**config.mk**
```make
export PLATFORM = sky130hd
export DESIGN_NAME = ebc_ctrl
export DESIGN_NICKNAME = d
export VERILOG_FILES = /design/src/rtl/ebc_pkg.sv /design/src/rtl/ebc_rdy_sync.sv /design/src/rtl/ebc_seq.sv /design/src/rtl/ebc_bus_drv.sv /design/src/rtl/ebc_ctrl.sv
export SDC_FILE = /design/constraint.sdc
export NUM_CORES = 1
export LEC_CHECK = 0
export CAP_MARGIN = 30
export CORE_MARGIN = 2
export CORE_UTILIZATION = 30
export CTS_CLUSTER_SIZE = 16
export DETAILED_ROUTE_END_ITERATION = 16
export PLACE_DENSITY = 0.55
export SLEW_MARGIN = 20
export SYNTH_ARGS = -nofsm -noshare
export SYNTH_HDL_FRONTEND = slang
export SYNTH_SLANG_ARGS = --single-unit
```
**constraint.sdc**
```tcl
create_clock -name clk_i -period 4.9 [get_ports clk_i]
set_input_delay 1.225 -clock clk_i [delete_from_list [all_inputs] [get_ports clk_i]]
set_output_delay 1.225 -clock clk_i [all_outputs]
set_load 0.05 [all_outputs]
```
**src/rtl/ebc_pkg.sv**
```systemverilog
package ebc_pkg;
  typedef enum logic [2:0] {
    ST_IDLE = 3'd0,
    ST_ALE  = 3'd1,
    ST_DLY  = 3'd2,
    ST_CMD  = 3'd3,
    ST_MUX  = 3'd4,
    ST_TRI  = 3'd5
  } ebc_state_e;

  typedef struct packed {
    logic rwdly;
    logic mux;
    logic tris;
    logic rdy_en;
    logic rdy_async;
  } ebc_mode_t;
endpackage

```
**src/rtl/ebc_rdy_sync.sv**
```systemverilog
module ebc_rdy_sync #(
  parameter int STAGES = 2
) (
  input  logic clk_i,
  input  logic rst_ni,
  input  logic ready_ni,
  input  logic async_i,
  output logic rdy_seen_o
);
  localparam int LAST = STAGES - 1;

  logic [STAGES-1:0] sync_q;
  logic [STAGES-1:0] sync_d;

  always_comb begin
    sync_d = {sync_q[STAGES-2:0], ready_ni};
  end

  always_ff @(posedge clk_i or negedge rst_ni) begin
    if (!rst_ni) begin
      sync_q <= '1;
    end else begin
      sync_q <= sync_d;
    end
  end

  always_comb begin
    if (async_i) begin
      rdy_seen_o = ~sync_q[LAST];
    end else begin
      rdy_seen_o = ~ready_ni;
    end
  end
endmodule

```
**src/rtl/ebc_seq.sv**
```systemverilog
module ebc_seq
  import ebc_pkg::*;
#(
  parameter int WSW = 4
) (
  input  logic            clk_i,
  input  logic            rst_ni,
  input  logic            start_i,
  input  logic [WSW-1:0]  cfg_ws_i,
  input  ebc_mode_t       cfg_mode_i,
  input  logic            rdy_seen_i,
  output ebc_state_e      state_o,
  output ebc_mode_t       mode_o,
  output logic            accept_o,
  output logic            term_o,
  output logic            done_o
);
  localparam logic [WSW-1:0] ONE = WSW'(1);

  ebc_state_e     state_q, state_d;
  logic [WSW-1:0] cnt_q, cnt_d;
  logic [WSW-1:0] ws_q;
  ebc_mode_t      mode_q;
  logic           done_q;
  logic           accept;
  logic           term;

  assign accept = (state_q == ST_IDLE) && start_i;

  always_comb begin
    state_d = state_q;
    cnt_d   = cnt_q;
    term    = 1'b0;
    case (state_q)
      ST_IDLE: begin
        if (start_i) state_d = ST_ALE;
      end
      ST_ALE: begin
        cnt_d   = ws_q;
        state_d = mode_q.rwdly ? ST_DLY : ST_CMD;
      end
      ST_DLY: begin
        state_d = ST_CMD;
      end
      ST_CMD: begin
        if (cnt_q != '0) begin
          cnt_d = cnt_q - ONE;
        end else if (!mode_q.rdy_en || rdy_seen_i) begin
          term = 1'b1;
          if (mode_q.mux)       state_d = ST_MUX;
          else if (mode_q.tris) state_d = ST_TRI;
          else                  state_d = ST_IDLE;
        end
      end
      ST_MUX: begin
        state_d = mode_q.tris ? ST_TRI : ST_IDLE;
      end
      ST_TRI: begin
        state_d = ST_IDLE;
      end
      default: begin
        state_d = ST_IDLE;
      end
    endcase
  end

  always_ff @(posedge clk_i or negedge rst_ni) begin
    if (!rst_ni) begin
      state_q <= ST_IDLE;
      cnt_q   <= '0;
      done_q  <= 1'b0;
    end else begin
      state_q <= state_d;
      cnt_q   <= cnt_d;
      done_q  <= term;
    end
  end

  always_ff @(posedge clk_i or negedge rst_ni) begin
    if (!rst_ni) begin
      ws_q   <= '0;
      mode_q <= '0;
    end else if (accept) begin
      ws_q   <= cfg_ws_i;
      mode_q <= cfg_mode_i;
    end
  end

  assign state_o  = state_q;
  assign mode_o   = mode_q;
  assign accept_o = accept;
  assign term_o   = term;
  assign done_o   = done_q;
endmodule

```
**src/rtl/ebc_bus_drv.sv**
```systemverilog
module ebc_bus_drv
  import ebc_pkg::*;
#(
  parameter int AW = 16,
  parameter int DW = 16,
  parameter int BW = 16
) (
  input  logic          clk_i,
  input  logic          rst_ni,
  input  ebc_state_e    state_i,
  input  logic          mux_i,
  input  logic          accept_i,
  input  logic          term_i,
  input  logic [AW-1:0] addr_i,
  input  logic [DW-1:0] wdata_i,
  input  logic          we_i,
  input  logic [BW-1:0] ad_i,
  output logic          ale_o,
  output logic          rd_no,
  output logic          wr_no,
  output logic [AW-1:0] addr_o,
  output logic [BW-1:0] ad_o,
  output logic          ad_oe_o,
  output logic [DW-1:0] rdata_o
);
  logic [AW-1:0] addr_q;
  logic [DW-1:0] wdata_q;
  logic          we_q;
  logic [DW-1:0] rdata_q;
  logic [BW-1:0] addr_ext;
  logic [BW-1:0] data_ext;
  logic          in_ale;
  logic          in_cmd;
  logic          data_phase;

  always_ff @(posedge clk_i or negedge rst_ni) begin
    if (!rst_ni) begin
      addr_q  <= '0;
      wdata_q <= '0;
      we_q    <= 1'b0;
    end else if (accept_i) begin
      addr_q  <= addr_i;
      wdata_q <= wdata_i;
      we_q    <= we_i;
    end
  end

  always_ff @(posedge clk_i or negedge rst_ni) begin
    if (!rst_ni) begin
      rdata_q <= '0;
    end else if (term_i && !we_q) begin
      rdata_q <= ad_i[DW-1:0];
    end
  end

  always_comb begin
    addr_ext           = '0;
    addr_ext[AW-1:0]   = addr_q;
    data_ext           = '0;
    data_ext[DW-1:0]   = wdata_q;
  end

  always_comb begin
    in_ale     = (state_i == ST_ALE);
    in_cmd     = (state_i == ST_CMD);
    data_phase = (state_i == ST_DLY) || in_cmd || (in_ale && !mux_i);
    ale_o      = in_ale;
    rd_no      = ~(in_cmd && !we_q);
    wr_no      = ~(in_cmd && we_q);
    ad_oe_o    = (in_ale && mux_i) || (data_phase && we_q);
    ad_o       = (in_ale && mux_i) ? addr_ext : data_ext;
  end

  assign addr_o  = addr_q;
  assign rdata_o = rdata_q;
endmodule

```
**src/rtl/ebc_ctrl.sv**
```systemverilog
module ebc_ctrl
  import ebc_pkg::*;
#(
  parameter int AW  = 16,
  parameter int DW  = 16,
  parameter int WSW = 4,
  parameter int SYNC_STAGES = 2,
  localparam int BW = (AW > DW) ? AW : DW
) (
  input  logic           clk_i,
  input  logic           rst_ni,
  input  logic           start_i,
  input  logic [AW-1:0]  addr_i,
  input  logic [DW-1:0]  wdata_i,
  input  logic           we_i,
  input  logic [WSW-1:0] cfg_ws_i,
  input  logic           cfg_rwdly_i,
  input  logic           cfg_mux_i,
  input  logic           cfg_tri_i,
  input  logic           cfg_rdy_en_i,
  input  logic           cfg_rdy_async_i,
  output logic           idle_o,
  output logic           done_o,
  output logic [DW-1:0]  rdata_o,
  output logic           ale_o,
  output logic           rd_no,
  output logic           wr_no,
  output logic [AW-1:0]  addr_o,
  output logic [BW-1:0]  ad_o,
  output logic           ad_oe_o,
  input  logic [BW-1:0]  ad_i,
  input  logic           ready_ni
);
  logic [1:0]  rst_sync_q;
  logic        rst_n;
  ebc_mode_t   cfg_mode;
  ebc_mode_t   mode;
  ebc_state_e  state;
  logic        accept;
  logic        term;
  logic        rdy_seen;

  always_ff @(posedge clk_i or negedge rst_ni) begin
    if (!rst_ni) begin
      rst_sync_q <= 2'b00;
    end else begin
      rst_sync_q <= {rst_sync_q[0], 1'b1};
    end
  end
  assign rst_n = rst_sync_q[1];

  always_comb begin
    cfg_mode.rwdly     = cfg_rwdly_i;
    cfg_mode.mux       = cfg_mux_i;
    cfg_mode.tris      = cfg_tri_i;
    cfg_mode.rdy_en    = cfg_rdy_en_i;
    cfg_mode.rdy_async = cfg_rdy_async_i;
  end

  ebc_rdy_sync #(.STAGES(SYNC_STAGES)) i_rdy_sync (
    .clk_i      (clk_i),
    .rst_ni     (rst_n),
    .ready_ni   (ready_ni),
    .async_i    (mode.rdy_async),
    .rdy_seen_o (rdy_seen)
  );

  ebc_seq #(.WSW(WSW)) i_seq (
    .clk_i      (clk_i),
    .rst_ni     (rst_n),
    .start_i    (start_i),
    .cfg_ws_i   (cfg_ws_i),
    .cfg_mode_i (cfg_mode),
    .rdy_seen_i (rdy_seen),
    .state_o    (state),
    .mode_o     (mode),
    .accept_o   (accept),
    .term_o     (term),
    .done_o     (done_o)
  );

  ebc_bus_drv #(.AW(AW), .DW(DW), .BW(BW)) i_bus_drv (
    .clk_i    (clk_i),
    .rst_ni   (rst_n),
    .state_i  (state),
    .mux_i    (mode.mux),
    .accept_i (accept),
    .term_i   (term),
    .addr_i   (addr_i),
    .wdata_i  (wdata_i),
    .we_i     (we_i),
    .ad_i     (ad_i),
    .ale_o    (ale_o),
    .rd_no    (rd_no),
    .wr_no    (wr_no),
    .addr_o   (addr_o),
    .ad_o     (ad_o),
    .ad_oe_o  (ad_oe_o),
    .rdata_o  (rdata_o)
  );

  assign idle_o = (state == ST_IDLE);
endmodule

```
==> results.json, run 1 <==
{
  "grt_pass1_vias": 2222,
  "dieHeight_um": 105,
  "num_rows": 36,
  "clockBufferDepth": 2,
  "htreeDepth": 3,
  "grt_max_degree": 38,
  "nets": 391,
  "vias": 2106,
  "syn_to_final_growth_pct": 48.9,
  "relSlewSlack_pct": 53.5,
  "end_kind": "output port",
  "grt_pass1_wl_um": 11200,
  "drtAntennaViolNets": 0,
  "cts_resized": 0,
  "clkTransAtPathRegs_ns": 0.07,
  "status": "finished clean",
  "placed_area_um2": 4320,
  "routed_wl_um": 7000,
  "ys.flop_type": "dfrtp_1",
  "worstSkewPairLatency_ns": 0.33,
  "drive_gt1_share_pct": 30.9,
  "syn_area_per_cell_um2": 14.6,
  "n_antenna_cell": 0,
  "leakage_nw": 1.87,
  "period_needed_ns": 3.76,
  "cp-start-kind": "flop",
  "final_cell_mix": "clkdlybuf4s50_1 (115), dfrtp_1 (67), mux2_2 (65), clkbuf_8 (11), mux2_4 (10)",
  "start_util_pct": 31.0,
  "ctsHoldBuffers": 0,
  "peakVddDrop_v": 0.000364,
  "rsz0062_at_grt": "false",
  "max_freq_mhz": 266,
  "dp_hpwl_um": 4980,
  "fillers": 943,
  "hold_violations": 0,
  "globalRouteTotalUtil_pct": 13.1,
  "cts_root_buf": "clkbuf_8",
  "arrival_ns": 2.54,
  "synth_area_um2": 3040,
  "skew_ns": 0.00708,
  "overflow": 0,
  "cts_buffers": 9,
  "drv_slew": 0,
  "finalSetupViolations": 0,
  "cts_setup_buffers": 0,
  "synthArstFlopShare_pct": 100,
  "dieArea_um2": 11000,
  "worst_ep_required_time_ns": 3.67,
  "port_buffers": 115,
  "hold_path.class": "reg -> async",
  "drv_cap": 0,
  "drt_pre_antenna_iters": 4,
  "crit_fanout": 16,
  "final_area_um2": 4530,
  "powerDensity_nw_per_um2": 763,
  "antenna_found_initial": 0,
  "drc": 0,
  "core-area_um2": 9820,
  "die_w_um": 105,
  "worstSetupPathType": "reg -> out",
  "drtIter0Drc": 50,
  "synth-edff-count": 0,
  "cts.sinks": 70,
  "fin_crit_sh_pct": 76.8,
  "synth-seq-cells": 70,
  "gp_congestion": 0.711,
  "synth_cell_types": 34,
  "synth_nets": 272,
  "ys_seq_area_share_pct": 57.6,
  "tns_ns": 0,
  "cts_tree": "done",
  "synth_warnings": 0,
  "wl_per_cell_um": 15.0,
  "via_per_inst": 4.52,
  "synthCells": 209,
  "worst_slew_pin_slew_ns": 0.698,
  "final_common_cell": "clkdlybuf4s50_1",
  "pin_count": 116
}
[cells in the mapped netlist, drive strengths merged (2+ instances only)]
cell type / count / area, um^2
nand2b: 2 / 12.5
a31oi: 3 / 18.8
o21ai: 4 / 20.0
dfstp: 2 / 52.6
mux2: 75 / 882
clkbuf: 2 / 7.51
nor3: 4 / 25.0
dfrtp: 68 / 1700
nand2: 2 / 7.51
a21oi: 5 / 25.0
nand3: 3 / 15.0
a22oi: 2 / 15.0
inv: 6 / 22.5
buf: 8 / 67.6
nor2: 7 / 42.5
o22ai: 3 / 18.8
[layout make-up]
class / instances / area, um^2 / share of cell area (%)
Inverter: 6 / 22.5 / 0.497
Timing Repair Buffer: 118 / 1190 / 26.2
Multi-Input combinational cell: 123 / 1190 / 26.3
Sequential cell: 70 / 1760 / 38.7
Clock buffer: 11 / 151 / 3.34
Tap cell: 133 / 166 / 3.67
Clock inverter: 5 / 57.6 / 1.27
[report_power, final]
| group | switching [mW] | leakage (nW) | internal (mW) | total, mW |
|---|---|---|---|---|
| Clock | 0.216 | 0.0976 | 0.262 | 0.478 |
| Combinational | 1.15 | 0.939 | 0.787 | 1.94 |
| Sequential | 0.197 | 0.837 | 0.847 | 1.04 |
[per-layer routing]
metal	vias up	GRT usage, %	wire, um
met2	100	20.8	3330
li1	980	-	-
met1	1013	16.0	3050
met4	0	4.76	105
met5	-	0	0
met3	13	5.12	514
[path summary, 6_finish.rpt]
| path | startpoint | endpoint | slack [ns] | depth (start not counted) |
|---|---|---|---|---|
| max | i_seq.state_o[2]$_DFFE_PN0P_ | ad_o[1] | 1.14 | 5 |
| min | rst_sync_q[1]$_DFF_PN0_ | i_bus_drv.data_ext[15]$_DFFE_PN0P_ | 0.32 | 0 |
| max reg2reg | i_seq.cnt_q[0]$_DFFE_PN0P_ | i_bus_drv.rdata_o[0]$_DFFE_PN0P_ | 2.75 | 6 |
| min reg2reg | rst_sync_q[1]$_DFF_PN0_ | i_bus_drv.data_ext[15]$_DFFE_PN0P_ | 0.32 | 0 |
| max in group asynchronous | rst_sync_q[1]$_DFF_PN0_ | i_rdy_sync.sync_q[1]$_DFF_PN1_ | 3.61 | 1 |
| min in group clk_i | rst_sync_q[0]$_DFF_PN0_ | rst_sync_q[1]$_DFF_PN0_ | 0.35 | 0 |
[state kept, by name, summed over array words and instances, names as in the netlist]
name                cells
i_bus_drv.addr_o       16
i_bus_drv.data_ext     16
i_bus_drv.rdata_o      16
i_bus_drv.we_q          1
i_rdy_sync.sync_q       2
i_seq.cnt_q             4
i_seq.done_o            1
i_seq.mode_o            5
i_seq.state_o           3
i_seq.ws_q              4
rst_sync_q              2
[metrics by stage]
stage	power [mW]	hold WS, ns	std cells	util, %	worst slack (ns)
after global routing	3.64	0.348	466	46.2	1.00
final	3.46	0.320	466	46.2	1.14
after global placement	2.97	0.337	449	43.8	1.55
after detailed placement	3.00	0.341	450	44.0	1.48
after CTS	3.50	0.354	466	46.2	1.09
after floorplan	2.38	0.331	209	-	1.83
[critical path, cell delays in order (launching register included)]
cell             delay (ns)
dfrtp_1                0.46
nand2b_1               0.26
nor3_2                 0.13
buf_4                  0.27
mux2_2                 0.37
clkdlybuf4s50_1        0.71
[cell families after synthesis]
logic type,synth area share (%)
fa+ha+maj,0.411
flops,57.6
compound gates,4.27
other cells,0.123
buf+inv,3.21
simple gates,5.38
mux,29.0
(Power assumes the default switching activity.)
==> inputs of run 2 (changes only) <==
Clock period 4.9 ns to 3.6 ns, I/O delays scaled along.
==> results.json, run 2 (same netlist as run 1, synthesis figures left out) <==
{
  "end_kind": "output port",
  "cts.sinks": 70,
  "num_rows": 36,
  "cts_buffers": 9,
  "dieHeight_um": 105,
  "globalRouteTotalUtil_pct": 13.4,
  "n_antenna_cell": 0,
  "worst_ep_required_time_ns": 2.70,
  "nets": 392,
  "multi_input_area_um2": 1190,
  "worst_path_max_delay_cell": "clkdlybuf4s50_1",
  "arrival_ns": 2.35,
  "powerDensity_nw_per_um2": 1070,
  "max_freq_mhz": 307,
  "worstPathCellList": "nor2b_1, nand2_1, inv_1, clkdlybuf4s50_1",
  "clockBufferDepth": 2,
  "finalSetupViolations": 0,
  "grtUsageMet2_pct": 20.4,
  "drt_pre_antenna_iters": 4,
  "dp_hpwl_um": 5020,
  "clkTransAtPathRegs_ns": 0.07,
  "die_w_um": 105,
  "grt_pass1_vias": 2258,
  "tns_ns": 0,
  "grt_use_met1_pct": 16.8,
  "drtIter0Drc": 39,
  "drtAntennaViolNets": 0,
  "hold_violations": 0,
  "fin_crit_sh_pct": 90.4,
  "start_util_pct": 31.0,
  "power_mw": 5.08,
  "via_per_inst": 4.49,
  "cts_tree": "done",
  "syn_to_final_growth_pct": 55.7,
  "final_area_um2": 4740,
  "use_met3_pct": 5.80,
  "worstSkewPairLatency_ns": 0.34,
  "drv_cap": 0,
  "rr_worst_depth": 4,
  "register_area_um2": 1760,
  "drc": 0,
  "worstSetupPathType": "reg -> out",
  "pin_count": 116,
  "core-area_um2": 9820,
  "grt_pass1_wl_um": 11500,
  "worst_slew_pin_slew_ns": 0.556,
  "final_cell_mix": "clkdlybuf4s50_1 (99), dfrtp_1 (67), mux2_2 (65), buf_12 (18), clkbuf_8 (12)",
  "wl_per_cell_um": 14.7,
  "status": "finished clean",
  "dieArea_um2": 11000,
  "grt_busiest_layer": "met2",
  "htreeDepth": 3,
  "ctsHoldBuffers": 0,
  "max_stage_delay_ns": 0.81,
  "grt_max_degree": 26,
  "cts_resized": 0,
  "overflow": 0,
  "placed_area_um2": 4500,
  "drv_slew": 0,
  "rsz0062_at_grt": "false",
  "vias": 2097,
  "fillers": 927,
  "leakage_nw": 1.99,
  "crit_fanout": 8,
  "hold_path.class": "reg -> async",
  "final_common_cell": "clkdlybuf4s50_1",
  "port_buffers": 115,
  "relSlewSlack_pct": 62.9,
  "routed_wl_um": 6860,
  "cts_root_buf": "clkbuf_8",
  "skew_ns": 0.00569,
  "antenna_found_initial": 0,
  "drive_gt1_share_pct": 35.6,
  "cp-start-kind": "flop",
  "peakVddDrop_v": 0.000623,
  "gp_congestion": 0.860,
  "period_needed_ns": 3.25,
  "cts_setup_buffers": 0
}
-- run 2: cell count changes in the layout (fill, tap and decap cells not counted), sizes merged --
cell	before	now
clkbuf	11	13
clkinvlp	3	0
bufinv	1	2
clkdlybuf4s50	115	99
buf	3	20
-- run 2: critical path, delay by kind of cell, from the launching register on --
kind | cells | cell delay, ns
buf+inv | 2 | 0.94
flops | 1 | 0.44
simple gates | 2 | 0.63
-- run 2: per-layer routing --
metal  part of all wire (%)  routed length (um)
met5                      0                   0
met4                    1.4                  95
met3                    7.4                 508
met2                     46                3160
met1                     45                3090
-- run 2: final timing paths --
check	start	endpoint	slack, ns
worst min register to register	rst_sync_q[1]$_DFF_PN0_	i_bus_drv.data_ext[15]$_DFFE_PN0P_	0.23
worst max register to register	i_seq.state_o[1]$_DFFE_PN0P_	i_bus_drv.data_ext[5]$_DFFE_PN0P_	1.43
max in group asynchronous	rst_sync_q[1]$_DFF_PN0_	i_rdy_sync.sync_q[1]$_DFF_PN1_	2.63
worst max-delay path	i_seq.state_o[0]$_DFFE_PN0P_	ale_o	0.35
worst min-delay path	rst_sync_q[1]$_DFF_PN0_	i_bus_drv.data_ext[15]$_DFFE_PN0P_	0.23
min in group clk_i	rst_sync_q[0]$_DFF_PN0_	rst_sync_q[1]$_DFF_PN0_	0.35
-- run 2: final cells by class --
cell class | instances | area share, %
sequential | 70 | 37.0
clock inverter | 3 | 1.37
timing repair buffer | 119 | 28.8
inverter | 6 | 0.475
multi-input combinational | 123 | 25.2
clock buffer | 13 | 3.56
tap | 133 | 3.51
-- run 2: where the power goes --
part           total [mW]  internal, mW  switching (mW)
clock               0.738         0.447           0.291
combinational        2.93          1.30            1.63
sequential           1.41          1.15           0.252
-- run 2: per-stage QoR --
stage                     setup WS (ns)  utilization (%)  cells  hold WS (ns)
after floorplan                   0.856                -    209         0.331
after global placement            0.789             45.7    450         0.337
after detailed placement          0.722             45.9    451         0.244
after CTS                         0.325             48.3    467         0.248
after global routing              0.156             48.3    467         0.263
final                             0.345             48.3    467         0.227
==> inputs of run 3 (changes only) <==
Settings changed: CORE_MARGIN 2 to 1.
==> results.json, run 3 (same netlist as run 1, synthesis figures left out) <==
{
  "htreeDepth": 3,
  "drtAntennaViolNets": 0,
  "p_sw_mw": 2.18,
  "wl_per_cell_um": 14.6,
  "pin_count": 116,
  "final_cell_mix": "clkdlybuf4s50_1 (99), dfrtp_1 (67), mux2_2 (65), buf_12 (16)",
  "worstSkewPairLatency_ns": 0.34,
  "hold_violations": 0,
  "hold_path.class": "reg -> async",
  "grt_max_degree": 26,
  "grt_pass1_vias": 2127,
  "port_buffers": 115,
  "gp_congestion": 0.776,
  "core-area_um2": 9820,
  "worst_slew_pin_slew_ns": 0.592,
  "cts_root_buf": "clkbuf_8",
  "drive_gt1_share_pct": 36.3,
  "status": "finished clean",
  "whs_ns": 0.277,
  "num_rows": 36,
  "drv_cap": 0,
  "arrival_ns": 2.19,
  "fin_crit_sh_pct": 85.7,
  "cp-start-kind": "flop",
  "period_needed_ns": 3.09,
  "powerDensity_nw_per_um2": 1070,
  "via_per_inst": 4.52,
  "post-route-util_pct": 48.2,
  "p_comb_share_pct": 58.2,
  "overflow": 0,
  "syn_to_final_growth_pct": 55.6,
  "n_antenna_cell": 0,
  "end_kind": "output port",
  "routed_wl_um": 6850,
  "fillers": 915,
  "grt_pass1_wl_um": 10900,
  "dieHeight_um": 103,
  "vias": 2120,
  "die_w_um": 103,
  "skew_ns": 0.00834,
  "fin_ws_ns": 0.514,
  "ctsHoldBuffers": 0,
  "cts_setup_buffers": 0,
  "tns_ns": 0,
  "drv_slew": 0,
  "rsz0062_at_grt": "false",
  "worstSetupPathType": "reg -> out",
  "p_int_mw": 2.87,
  "drtIter0Drc": 31,
  "cts.sinks": 70,
  "relSlewSlack_pct": 60.5,
  "switching_share_pct": 43.2,
  "finalSetupViolations": 0,
  "drc": 0,
  "crit_fanout": 13,
  "pwr-share-seq_pct": 27.9,
  "worst_ep_required_time_ns": 2.70,
  "leakage_nw": 1.99,
  "cts_tree": "done",
  "clkTransAtPathRegs_ns": 0.07,
  "clock_power_share_pct": 13.9,
  "peakVddDrop_v": 0.000508,
  "nets": 394,
  "cts_buffers": 9,
  "dp_worst_setup_slack_ns": 0.901,
  "dieArea_um2": 10600,
  "drt_pre_antenna_iters": 4,
  "final_common_cell": "clkdlybuf4s50_1",
  "globalRouteTotalUtil_pct": 13.8,
  "cts_resized": 0,
  "dp_hpwl_um": 4940,
  "antenna_found_initial": 0,
  "clockBufferDepth": 2,
  "start_util_pct": 31.0,
  "max_freq_mhz": 324
}
run 3: cell count changes in the layout (fill, tap and decap cells not counted):
| cell | change |
|---|---|
| buf_16 | +1 |
| clkinvlp_4 | +2 |
| clkinv_2 | +1 |
| clkbuf_1 | -1 |
| clkbuf_8 | -2 |
| buf_4 | +3 |
| buf_12 | -2 |
run 3: metrics by stage:
step	std cells	cell area (um^2)	total power [mW]
floorplan	209	3040	3.23
global placement	452	4490	4.36
detailed placement	453	4510	4.39
CTS	469	4740	5.12
global route	469	4740	5.32
finish	469	4740	5.05
run 3: power groups by stage:
stage	logic (mW)	clock network (mW)	registers, mW
detailed placement	2.96	0	1.43
global route	3.08	0.773	1.47
finish	2.94	0.704	1.41
CTS	2.97	0.737	1.42
floorplan	1.23	0	2.00
global placement	2.93	0	1.43
run 3: worst max-delay path, stage by stage, from the launching register on:
cell and delay (ns):
dfrtp_1 0.52, inv_1 0.19, a21oi_1 0.08, nor3_1 0.20
clkdlybuf4s50_1 0.86
run 3: worst paths after layout:
check,from,to,slack (ns),depth (start not counted)
setup reg to reg,i_seq.cnt_q[0]$_DFFE_PN0P_,i_bus_drv.rdata_o[15]$_DFFE_PN0P_,1.45,6
min in group clk_i,rst_sync_q[0]$_DFF_PN0_,rst_sync_q[1]$_DFF_PN0_,0.35,0
setup / recovery,i_seq.state_o[1]$_DFFE_PN0P_,ad_oe_o,0.51,4
hold reg to reg,rst_sync_q[1]$_DFF_PN0_,i_bus_drv.data_ext[15]$_DFFE_PN0P_,0.28,0
hold / removal,rst_sync_q[1]$_DFF_PN0_,i_bus_drv.data_ext[15]$_DFFE_PN0P_,0.28,0
max in group asynchronous,rst_sync_q[1]$_DFF_PN0_,i_bus_drv.addr_o[13]$_DFFE_PN0P_,2.40,2
run 3: layer usage:
layer | GRT usage, % | vias to the layer above | share of wire, %
li1 | - | 997 | -
met1 | 18.0 | 1029 | 44
met2 | 20.5 | 84 | 46
met3 | 4.95 | 10 | 8.1
met4 | 6.18 | 0 | 1.4
met5 | 0 | - | 0
run 3: final cells by class:
type	count	area (um^2)	area share, %
flip-flops and latches	70	1760	37.1
repair buffers	121	1380	29.1
multi-input cells	123	1190	25.2
well taps	133	166	3.51
clock buffers	10	138	2.91
clock inverters	6	85.1	1.80
inverters	6	22.5	0.475
